`config.mk`:
```
export PLATFORM = sky130hd
export DESIGN_NAME = gpio_edge_irq
export DESIGN_NICKNAME = d
export VERILOG_FILES = /design/src/rtl/gpio_irq_pkg.sv /design/src/rtl/gpio_irq_ctrl.sv /design/src/rtl/gpio_irq_datapath.sv /design/src/rtl/gpio_edge_irq.sv
export SDC_FILE = /design/constraint.sdc
export NUM_CORES = 1
export LEC_CHECK = 0
export BUFFER_PORTS_ARGS = -buffer_cell sky130_fd_sc_hd__buf_2
export CORE_ASPECT_RATIO = 0.6
export CORE_UTILIZATION = 59
export CTS_BUF_LIST = sky130_fd_sc_hd__clkbuf_8
export CTS_CLUSTER_SIZE = 14
export DETAILED_ROUTE_END_ITERATION = 10
export GPL_ROUTABILITY_DRIVEN = 0
export PLACE_DENSITY = 0.82
export SLEW_MARGIN = 0
export SYNTH_ARGS = -nofsm -noshare
export SYNTH_HDL_FRONTEND = slang
export SYNTH_SLANG_ARGS = --single-unit
```
`constraint.sdc`:
```
create_clock -name clk -period 1.4 [get_ports clk]
set_input_delay 0.28 -clock clk [delete_from_list [all_inputs] [get_ports clk]]
set_output_delay 0.28 -clock clk [all_outputs]
set_load 0.005 [all_outputs]
```
`src/rtl/gpio_irq_pkg.sv`:
```
package gpio_irq_pkg;

  typedef enum logic [1:0] {
    SENSE_OFF  = 2'b00,
    SENSE_RISE = 2'b01,
    SENSE_FALL = 2'b10,
    SENSE_ANY  = 2'b11
  } senseSel_t;

  localparam int ADDR_MASK      = 9;
  localparam int ADDR_SENSE_HI  = 10;
  localparam int ADDR_SENSE_LO  = 11;
  localparam int ADDR_SOURCE    = 12;
  localparam int ADDR_STATUS    = 13;

  typedef struct packed {
    logic maskWr;
    logic senseHiWr;
    logic senseLoWr;
    logic srcClrWr;
    logic statClrWr;
  } ctrlStrobes_t;

endpackage

```
`src/rtl/gpio_irq_ctrl.sv`:
```
module gpio_irq_ctrl
  import gpio_irq_pkg::*;
#(
  parameter int ADDR_W = 4,
  parameter int REG_W  = 8
) (
  input  logic              wrEn,
  input  logic [ADDR_W-1:0] wrAddr,
  input  logic [ADDR_W-1:0] rdAddr,
  input  logic [REG_W-1:0]  maskVal,
  input  logic [REG_W-1:0]  senseHiVal,
  input  logic [REG_W-1:0]  senseLoVal,
  input  logic [REG_W-1:0]  sourceVal,
  input  logic [REG_W-1:0]  statusVal,
  output ctrlStrobes_t      strb,
  output logic [REG_W-1:0]  rdData
);

  localparam logic [ADDR_W-1:0] A_MASK = ADDR_W'(ADDR_MASK);
  localparam logic [ADDR_W-1:0] A_SHI  = ADDR_W'(ADDR_SENSE_HI);
  localparam logic [ADDR_W-1:0] A_SLO  = ADDR_W'(ADDR_SENSE_LO);
  localparam logic [ADDR_W-1:0] A_SRC  = ADDR_W'(ADDR_SOURCE);
  localparam logic [ADDR_W-1:0] A_STAT = ADDR_W'(ADDR_STATUS);

  // write decode into strobes for the datapath
  always_comb begin
    strb = '0;
    if (wrEn) begin
      unique case (wrAddr)
        A_MASK:  strb.maskWr    = 1'b1;
        A_SHI:   strb.senseHiWr = 1'b1;
        A_SLO:   strb.senseLoWr = 1'b1;
        A_SRC:   strb.srcClrWr  = 1'b1;
        A_STAT:  strb.statClrWr = 1'b1;
        default: strb = '0;
      endcase
    end
  end

  // read mux, unmapped addresses return zero
  always_comb begin
    unique case (rdAddr)
      A_MASK:  rdData = maskVal;
      A_SHI:   rdData = senseHiVal;
      A_SLO:   rdData = senseLoVal;
      A_SRC:   rdData = sourceVal;
      A_STAT:  rdData = statusVal;
      default: rdData = '0;
    endcase
  end

endmodule

```
`src/rtl/gpio_irq_datapath.sv`:
```
module gpio_irq_datapath
  import gpio_irq_pkg::*;
#(
  parameter int NUM_PINS = 8
) (
  input  logic                clk,
  input  logic                rstN,
  input  ctrlStrobes_t        strb,
  input  logic [NUM_PINS-1:0] wrData,
  input  logic [NUM_PINS-1:0] pinData,
  input  logic [NUM_PINS-1:0] pinIsInput,
  output logic [NUM_PINS-1:0] maskReg,
  output logic [NUM_PINS-1:0] senseHiVal,
  output logic [NUM_PINS-1:0] senseLoVal,
  output logic [NUM_PINS-1:0] statusReg,
  output logic [NUM_PINS-1:0] sourceReg,
  output logic                intN
);

  localparam int HALF = NUM_PINS / 2;

  logic [NUM_PINS-1:0][1:0] senseCfg;
  logic [NUM_PINS-1:0]      prevData;
  logic [NUM_PINS-1:0]      hitVec;
  logic [NUM_PINS-1:0]      autoClr;
  logic [NUM_PINS-1:0]      clrBits;
  logic [NUM_PINS-1:0]      srcHit;
  logic [NUM_PINS-1:0]      statusNext;
  logic [NUM_PINS-1:0]      sourceNext;

  genvar gi;
  generate
    for (gi = 0; gi < NUM_PINS; gi++) begin : g_pin
      logic       fieldWr;
      logic [1:0] newField;
      logic       riseNow;
      logic       fallNow;

      if (gi >= HALF) begin : g_hi
        assign fieldWr  = strb.senseHiWr;
        assign newField = wrData[2*(gi-HALF) +: 2];
        assign senseHiVal[2*(gi-HALF) +: 2] = senseCfg[gi];
      end else begin : g_lo
        assign fieldWr  = strb.senseLoWr;
        assign newField = wrData[2*gi +: 2];
        assign senseLoVal[2*gi +: 2] = senseCfg[gi];
      end

      assign riseNow = pinData[gi] & ~prevData[gi];
      assign fallNow = ~pinData[gi] & prevData[gi];

      always_comb begin
        unique case (senseCfg[gi])
          SENSE_RISE: hitVec[gi] = riseNow;
          SENSE_FALL: hitVec[gi] = fallNow;
          SENSE_ANY:  hitVec[gi] = riseNow | fallNow;
          default:    hitVec[gi] = 1'b0;
        endcase
      end

      // a changed field discards the latched event
      assign autoClr[gi] = fieldWr && (newField != senseCfg[gi]);

      always_ff @(posedge clk or negedge rstN) begin
        if (!rstN)        senseCfg[gi] <= SENSE_OFF;
        else if (fieldWr) senseCfg[gi] <= newField;
      end
    end
  endgenerate

  assign clrBits    = (strb.srcClrWr || strb.statClrWr) ? wrData : '0;
  assign srcHit     = hitVec & ~maskReg & pinIsInput;
  assign statusNext = ((statusReg & ~clrBits) | hitVec) & ~autoClr;
  assign sourceNext = ((sourceReg & ~clrBits) | srcHit) & ~autoClr;

  always_ff @(posedge clk or negedge rstN) begin
    if (!rstN) begin
      maskReg   <= '1;
      prevData  <= '0;
      statusReg <= '0;
      sourceReg <= '0;
    end else begin
      prevData  <= pinData;
      statusReg <= statusNext;
      sourceReg <= sourceNext;
      if (strb.maskWr) maskReg <= wrData;
    end
  end

  assign intN = ~|sourceReg;

  // source bits only ever appear on pins that were unmasked inputs
  assert_src_gate_R5: assert property (@(posedge clk) disable iff (!rstN)
    1'b1 |=> ((sourceReg & ~$past(sourceReg)) &
              ($past(maskReg) | ~$past(pinIsInput))) == '0);

  assert_src_in_status_R5: assert property (@(posedge clk) disable iff (!rstN)
    (sourceReg & ~statusReg) == '0);

  assert_clear_takes_R7: assert property (@(posedge clk) disable iff (!rstN)
    (clrBits & ~hitVec) != '0 |=>
      ((statusReg | sourceReg) & $past(clrBits & ~hitVec)) == '0);

  assert_edge_wins_R8: assert property (@(posedge clk) disable iff (!rstN)
    (hitVec & ~autoClr) != '0 |=>
      (statusReg & $past(hitVec & ~autoClr)) == $past(hitVec & ~autoClr));

  assert_auto_clear_R9: assert property (@(posedge clk) disable iff (!rstN)
    autoClr != '0 |=> ((statusReg | sourceReg) & $past(autoClr)) == '0);

  assert_intn_tracks_R6: assert property (@(posedge clk) disable iff (!rstN)
    $fell(intN) |-> $past(srcHit) != '0);

endmodule

```
`src/rtl/gpio_edge_irq.sv`:
```
module gpio_edge_irq
  import gpio_irq_pkg::*;
#(
  parameter int NUM_PINS = 8,
  parameter int ADDR_W   = 4
) (
  input  logic                clk,
  input  logic                rstN,
  input  logic                wrEn,
  input  logic [ADDR_W-1:0]   wrAddr,
  input  logic [NUM_PINS-1:0] wrData,
  input  logic [ADDR_W-1:0]   rdAddr,
  output logic [NUM_PINS-1:0] rdData,
  input  logic [NUM_PINS-1:0] pinData,
  input  logic [NUM_PINS-1:0] pinIsInput,
  output logic                intN
);

  ctrlStrobes_t        strb;
  logic [NUM_PINS-1:0] maskReg;
  logic [NUM_PINS-1:0] senseHiVal;
  logic [NUM_PINS-1:0] senseLoVal;
  logic [NUM_PINS-1:0] statusReg;
  logic [NUM_PINS-1:0] sourceReg;

  gpio_irq_ctrl #(.ADDR_W(ADDR_W), .REG_W(NUM_PINS)) u_ctrl (
    .wrEn       (wrEn),
    .wrAddr     (wrAddr),
    .rdAddr     (rdAddr),
    .maskVal    (maskReg),
    .senseHiVal (senseHiVal),
    .senseLoVal (senseLoVal),
    .sourceVal  (sourceReg),
    .statusVal  (statusReg),
    .strb       (strb),
    .rdData     (rdData)
  );

  gpio_irq_datapath #(.NUM_PINS(NUM_PINS)) u_dp (
    .clk        (clk),
    .rstN       (rstN),
    .strb       (strb),
    .wrData     (wrData),
    .pinData    (pinData),
    .pinIsInput (pinIsInput),
    .maskReg    (maskReg),
    .senseHiVal (senseHiVal),
    .senseLoVal (senseLoVal),
    .statusReg  (statusReg),
    .sourceReg  (sourceReg),
    .intN       (intN)
  );

endmodule

```
Word level (Yosys, flattened, before mapping)
Cells that the tools add are included.
Widths: inputs -> output; s select.
{"block": "word_totals", "wordCells": 132, "in_bits": 35, "ff_bits": 48}
{"block": "op_classes", "eq_ne": 42, "reduce_logical": 11, "muxes": 16, "bitwise_logic": 51}
{"cell": "$and 8x8->8", "n": 6}
{"cell": "$eq 4x4->1 const B", "n": 10}
{"cell": "$pmux 8 s5", "n": 1}
{"cell": "$eq 2x2->1 const B", "n": 16}
{"cell": "$not 8->8", "n": 3}
{"cell": "$pmux 1 s3", "n": 8}
{"cell": "$and 1x1->1", "n": 16}
{"cell": "$eq 2x1->1 const B", "n": 8}
{"cell": "$ne 2x2->1", "n": 8}
{"cell": "$not 1->1", "n": 16}
{"cell": "$or 8x8->8", "n": 2}
{"cell": "$logic_and 1x1->1", "n": 8}
{"cell": "$mux 8", "n": 1}
{"cell": "$or 1x1->1", "n": 8}
{"cell": "$reduce_or 8->1", "n": 1}
{"cell": "$mux 1", "n": 5}
{"cell": "$mux 5", "n": 1}
{"cell": "$logic_not 1->1", "n": 1}
{"cell": "$logic_or 1x1->1", "n": 1}

Longest topological paths before layout
{"block": "depth", "depth_word": 9, "ltp_mapped": 5, "ltp_nobuf": 5}

By module
Synthesis repeated with hierarchy kept, for this count alone.
{"block": "hier_totals", "cells_unflattened": 296, "hier_area_um2": 2961.6}
{"mod": "gpio_irq_datapath", "seq_area_each_um2": 1211.2, "area_each_um2": 2549.9, "instances": 1, "cells_per_inst": 239}
{"mod": "gpio_irq_ctrl", "seq_area_each_um2": 0.0, "area_each_um2": 411.6, "instances": 1, "cells_per_inst": 57}

Worst setup path after synthesis
Ideal clock, no wire load.
{"block": "synth_timing", "path_kind": "in2reg", "start": "input port wrAddr[2]", "end": "register u_dp.senseCfg, in the netlist u_dp.senseLoVal[0]", "required_ps": 1275, "stages": 5, "arrival_time_ps": 1186, "setup_ps": 125, "setup_slack_ps": 89, "n_path_buf": 2, "path_cell_list": "and4b_1 > and2_4 > buf_6 > buf_8 > mux2_4"}
{"block": "synth_via", "elab_chain_len": 3}
{"element": "start: declaration", "line": "gpio_edge_irq.sv:10", "source": "input logic [ADDR_W-1:0] wrAddr,"}
{"element": "$eq 4x4->1", "line": "gpio_irq_ctrl.sv:29", "source": "unique case (wrAddr)"}
{"element": "$mux 1", "line": "gpio_irq_ctrl.sv:29"}
{"element": "$mux 5", "line": "gpio_irq_ctrl.sv:28", "source": "if (wrEn) begin"}
{"element": "end signal: indexed assignment", "line": "gpio_irq_datapath.sv:66", "source": "else if (fieldWr) senseCfg[gi] <= newField;"}
{"element": "end: declaration", "line": "gpio_irq_datapath.sv:22", "source": "logic [NUM_PINS-1:0][1:0] senseCfg;"}
No other way between the ends.
A chain may end at the register's enable or synchronous reset.

Worst setup path in the final report
{"block": "layout_timing", "start": "register u_dp.sourceReg[1]", "end": "output port intN"}
{"block": "layout_via", "elab_chain_len": 2}
{"element": "start: declaration", "line": "gpio_irq_datapath.sv:16", "source": "output logic [NUM_PINS-1:0] sourceReg,"}
{"element": "start signal: assignment", "line": "gpio_irq_datapath.sv:85", "source": "sourceReg <= sourceNext;"}
{"element": "$reduce_or 8->1", "line": "gpio_irq_datapath.sv:90", "source": "assign intN = ~|sourceReg;"}
{"element": "$logic_not 1->1", "line": "gpio_irq_datapath.sv:90"}
{"element": "end: declaration", "line": "gpio_edge_irq.sv:16", "source": "output logic intN"}
No other way between the ends.

==> run_results.csv <==
group,metric,value,unit
die,chipWidth,93.8,um
synthesis,synth_cell_types,40,
place,dpl.hpwl,5630,um
route,m1WireLength,3450,um
sta,maxSlewViolCount,0,
finish,final_area,3780,um^2
route,drtPass1Iterations,5,
route,wirelength,8120,um
setup_path,cp.arrival,1.57,ns
setup_path,rr_worst_depth,4,
power,max-vdd-ir-drop,0.793,mV
place,portBuffers,43,
sta,period_share,132,%
synthesis,synth_enable_flop_cells,0,
cts,cts_tree,"yes",
finish,nFillCells,304,
sta,tightest_slew,0.477,ns
die,design.die.area,5350,um^2
die,io_pins,44,
setup_path,r2r_slack,0.11,ns
place,placedCellCount,412,
route,drt-initial-drc-count,177,
finish,area_growth,26.7,%
sta,period_needed,1.85,ns
sta,setup_viol,9,
synthesis,yosysSeqAreaShare,40.6,%
setup_path,start_kind,"flip-flop",
cts,clock_path_buffers,2,
synthesis,syn_area_per_cell,10.5,um^2
die,num_rows,19,
route,wl_met2,3760,um
setup_path,reg2reg_to,"u_dp.sourceReg[5]$_DFF_PN0_",
power,p_leak,1.69,nW
route,routed.top_layer,"met4",
die,core,4710,um^2
route,wl_per_cell,19.0,um
setup_path,startpoint,"u_dp.sourceReg[1]$_DFF_PN0_",
grt,grt_remaining_overflow,0,
synthesis,syn_nets,335,
sta,fin_skew,0.00575,ns
setup_path,worst-path-max-fanout,3,
die,initial_core_util,63.3,%
grt,grt_util_all_layers,32.6,%
cts,path_clk_slew,0.10,ns
setup_path,endpoint,"intN",
sta,final.setup.worst_slack,-0.452,ns
synthesis,syn_area,2980,um^2
finish,drive_gt1_share,38.6,%
route,ant_nets,0,
sta,relSlewSlack,68.2,%
cts,clock-sinks,48,
setup_path,cp-end-kind,"output pin",
finish,diodes,0,
sta,tns,-1.84,ns
power,powerDensity,1280,nW/um^2
synthesis,synth-seq-cells,48,
die,die_h,57.1,um
setup_path,required,1.12,ns
cts,insertion_delay,0.30,ns
flow_run,drv_cap,0,
sta,rsz0062_at_grt,"true",
place,place_area,3490,um^2
grt,grt_first_pass_wirelength,13100,um
route,drc,0,
run_status,status,"finished with violations",
grt,grt_pass1_vias,2744,
route,vias_per_cell,6.12,
grt,antenna_found_initial,0,
finish,instances_no_fill,428,
synthesis,synthCells,284,
synthesis,ys.flop_type,"dfrtp_1",
setup_path,r2r-start,"u_dp.prevData[5]$_DFF_PN0_",
route,vias,2620,
sta,fmax,540,MHz
finish,nNetsFinal,415,
cts,cts_root_buf,"clkbuf_8",
synthesis,ys_warn_count,0,
hold_path,hp-class,"input pin to flip-flop",
synthesis,synthArstFlopShare,100,%
sta,finalHoldViolCount,0,
run_status,violations,"negative setup slack",
route,route.met3.wl,678,um
cts,cts_buffers,5,
cts,cts.htree.levels,2,
setup_path,crit_type,"flip-flop to output pin",
grt,grt_max_degree,49,
## how the worst min path moves through the flow
stage,from,cells after the start,end
final,pinData[5],1,u_dp.prevData[5]$_DFF_PN0_
after global routing,pinData[1],1,u_dp.prevData[1]$_DFF_PN0_
after CTS,pinData[5],1,u_dp.prevData[5]$_DFF_PN0_
after detailed placement,rstN,2,u_dp.sourceReg[0]$_DFF_PN0_
after global placement,rstN,2,u_dp.prevData[0]$_DFF_PN0_
after floorplan,rstN,0,u_dp.prevData[0]$_DFF_PN0_
## layout make-up
| cell class | count | area, um^2 | area share [%] |
|---|---|---|---|
| multi-input cells | 198 | 1700 | 45.1 |
| flip-flops and latches | 48 | 1210 | 32.2 |
| repair buffers | 82 | 562 | 14.9 |
| inverters | 29 | 109 | 2.88 |
| well taps | 63 | 78.8 | 2.09 |
| clock buffers | 5 | 68.8 | 1.82 |
| clock inverters | 3 | 38.8 | 1.03 |
## stage by stage
stage               total power [mW]  util, %  setup WS, ns  hold slack (ns)
floorplan                       2.89        -        0.0888          -0.0156
global placement                3.43     74.1        -0.120            0.286
detailed placement              3.51     74.1        -0.190            0.287
CTS                             4.69     79.6        -0.392            0.103
global route                    5.06     80.2        -0.485           0.0938
finish                          4.82     80.2        -0.452            0.105
## report_power, final
part	switching (mW)	internal [mW]	total, mW
Combinational	0.757	0.899	1.66
Clock	0.478	0.524	1.00
Sequential	0.371	1.80	2.17
Total	1.61	3.22	4.82
## per-layer routing
layer	vias up	track usage, %
li1	1192	-
met1	1272	41.5
met2	134	53.0
met3	22	8.80
met4	0	13.8
met5	-	0
## cells in the mapped netlist, types with 5 or more instances
master,instances,share of area [%]
a22oi_1,8,2.0
o2111ai_1,6,1.8
nand2b_1,5,1.0
nand2_1,8,1.0
nand3b_1,13,3.3
dfrtp_1,40,34
o221ai_1,5,1.5
a32oi_1,6,1.8
a31oi_1,9,1.9
dfstp_2,8,7.1
mux2_2,17,6.4
inv_1,29,3.7
mux2i_1,14,4.7
xnor2_1,14,4.1
o21ai_0,21,3.5
nor2b_1,18,3.8
ha_1,16,6.7
## sequential cells by signal, summed over array words and instances, names as in the netlist
signal	cells
u_dp.maskReg	8
u_dp.prevData	8
u_dp.senseHiVal	8
u_dp.senseLoVal	8
u_dp.sourceReg	8
u_dp.statusReg	8
## critical path, cell delays in order, from the launching register on
cell and delay [ns]:
dfrtp_1 0.46, or4_4 0.56, nor2_2 0.12, buf_2 0.12
## kinds of logic after synthesis
logic type	Yosys count	synth area share, %
buffers and inverters	38	5.63
and+or+nand+nor	61	13.2
DFF	48	40.6
adders and majority gates	16	6.72
AOI/OAI and AO/OA	70	16.0
xor gates and xnor gates	16	4.70
muxes	35	13.1
## placed cells by master, fill, tap and decap left out, drive strengths merged, types with 8 or more instances in the layout
| master | count |
|---|---|
| nor2b | 18 |
| dfrtp | 40 |
| mux2 | 21 |
| ha | 16 |
| o21ai | 21 |
| a31oi | 9 |
| a22oi | 8 |
| buf | 81 |
| inv | 30 |
| nand2 | 8 |
| dfstp | 8 |
| xnor2 | 14 |
| nand3b | 13 |
| mux2i | 14 |
## repair_timing
| action | in CTS | in global routing |
|---|---|---|
| buffers inserted | 6 | 2 |
| cloned | 0 | 0 |
| gates resized for setup | 25 | 4 |
| endpoints found under the hold margin | 40 | 0 |
| endpoints found under the setup margin | 9 | 9 |
| pin swaps | 11 | 2 |
| hold buffers | 1 | 0 |
Note: power is estimated with default switching activity, not from simulation.
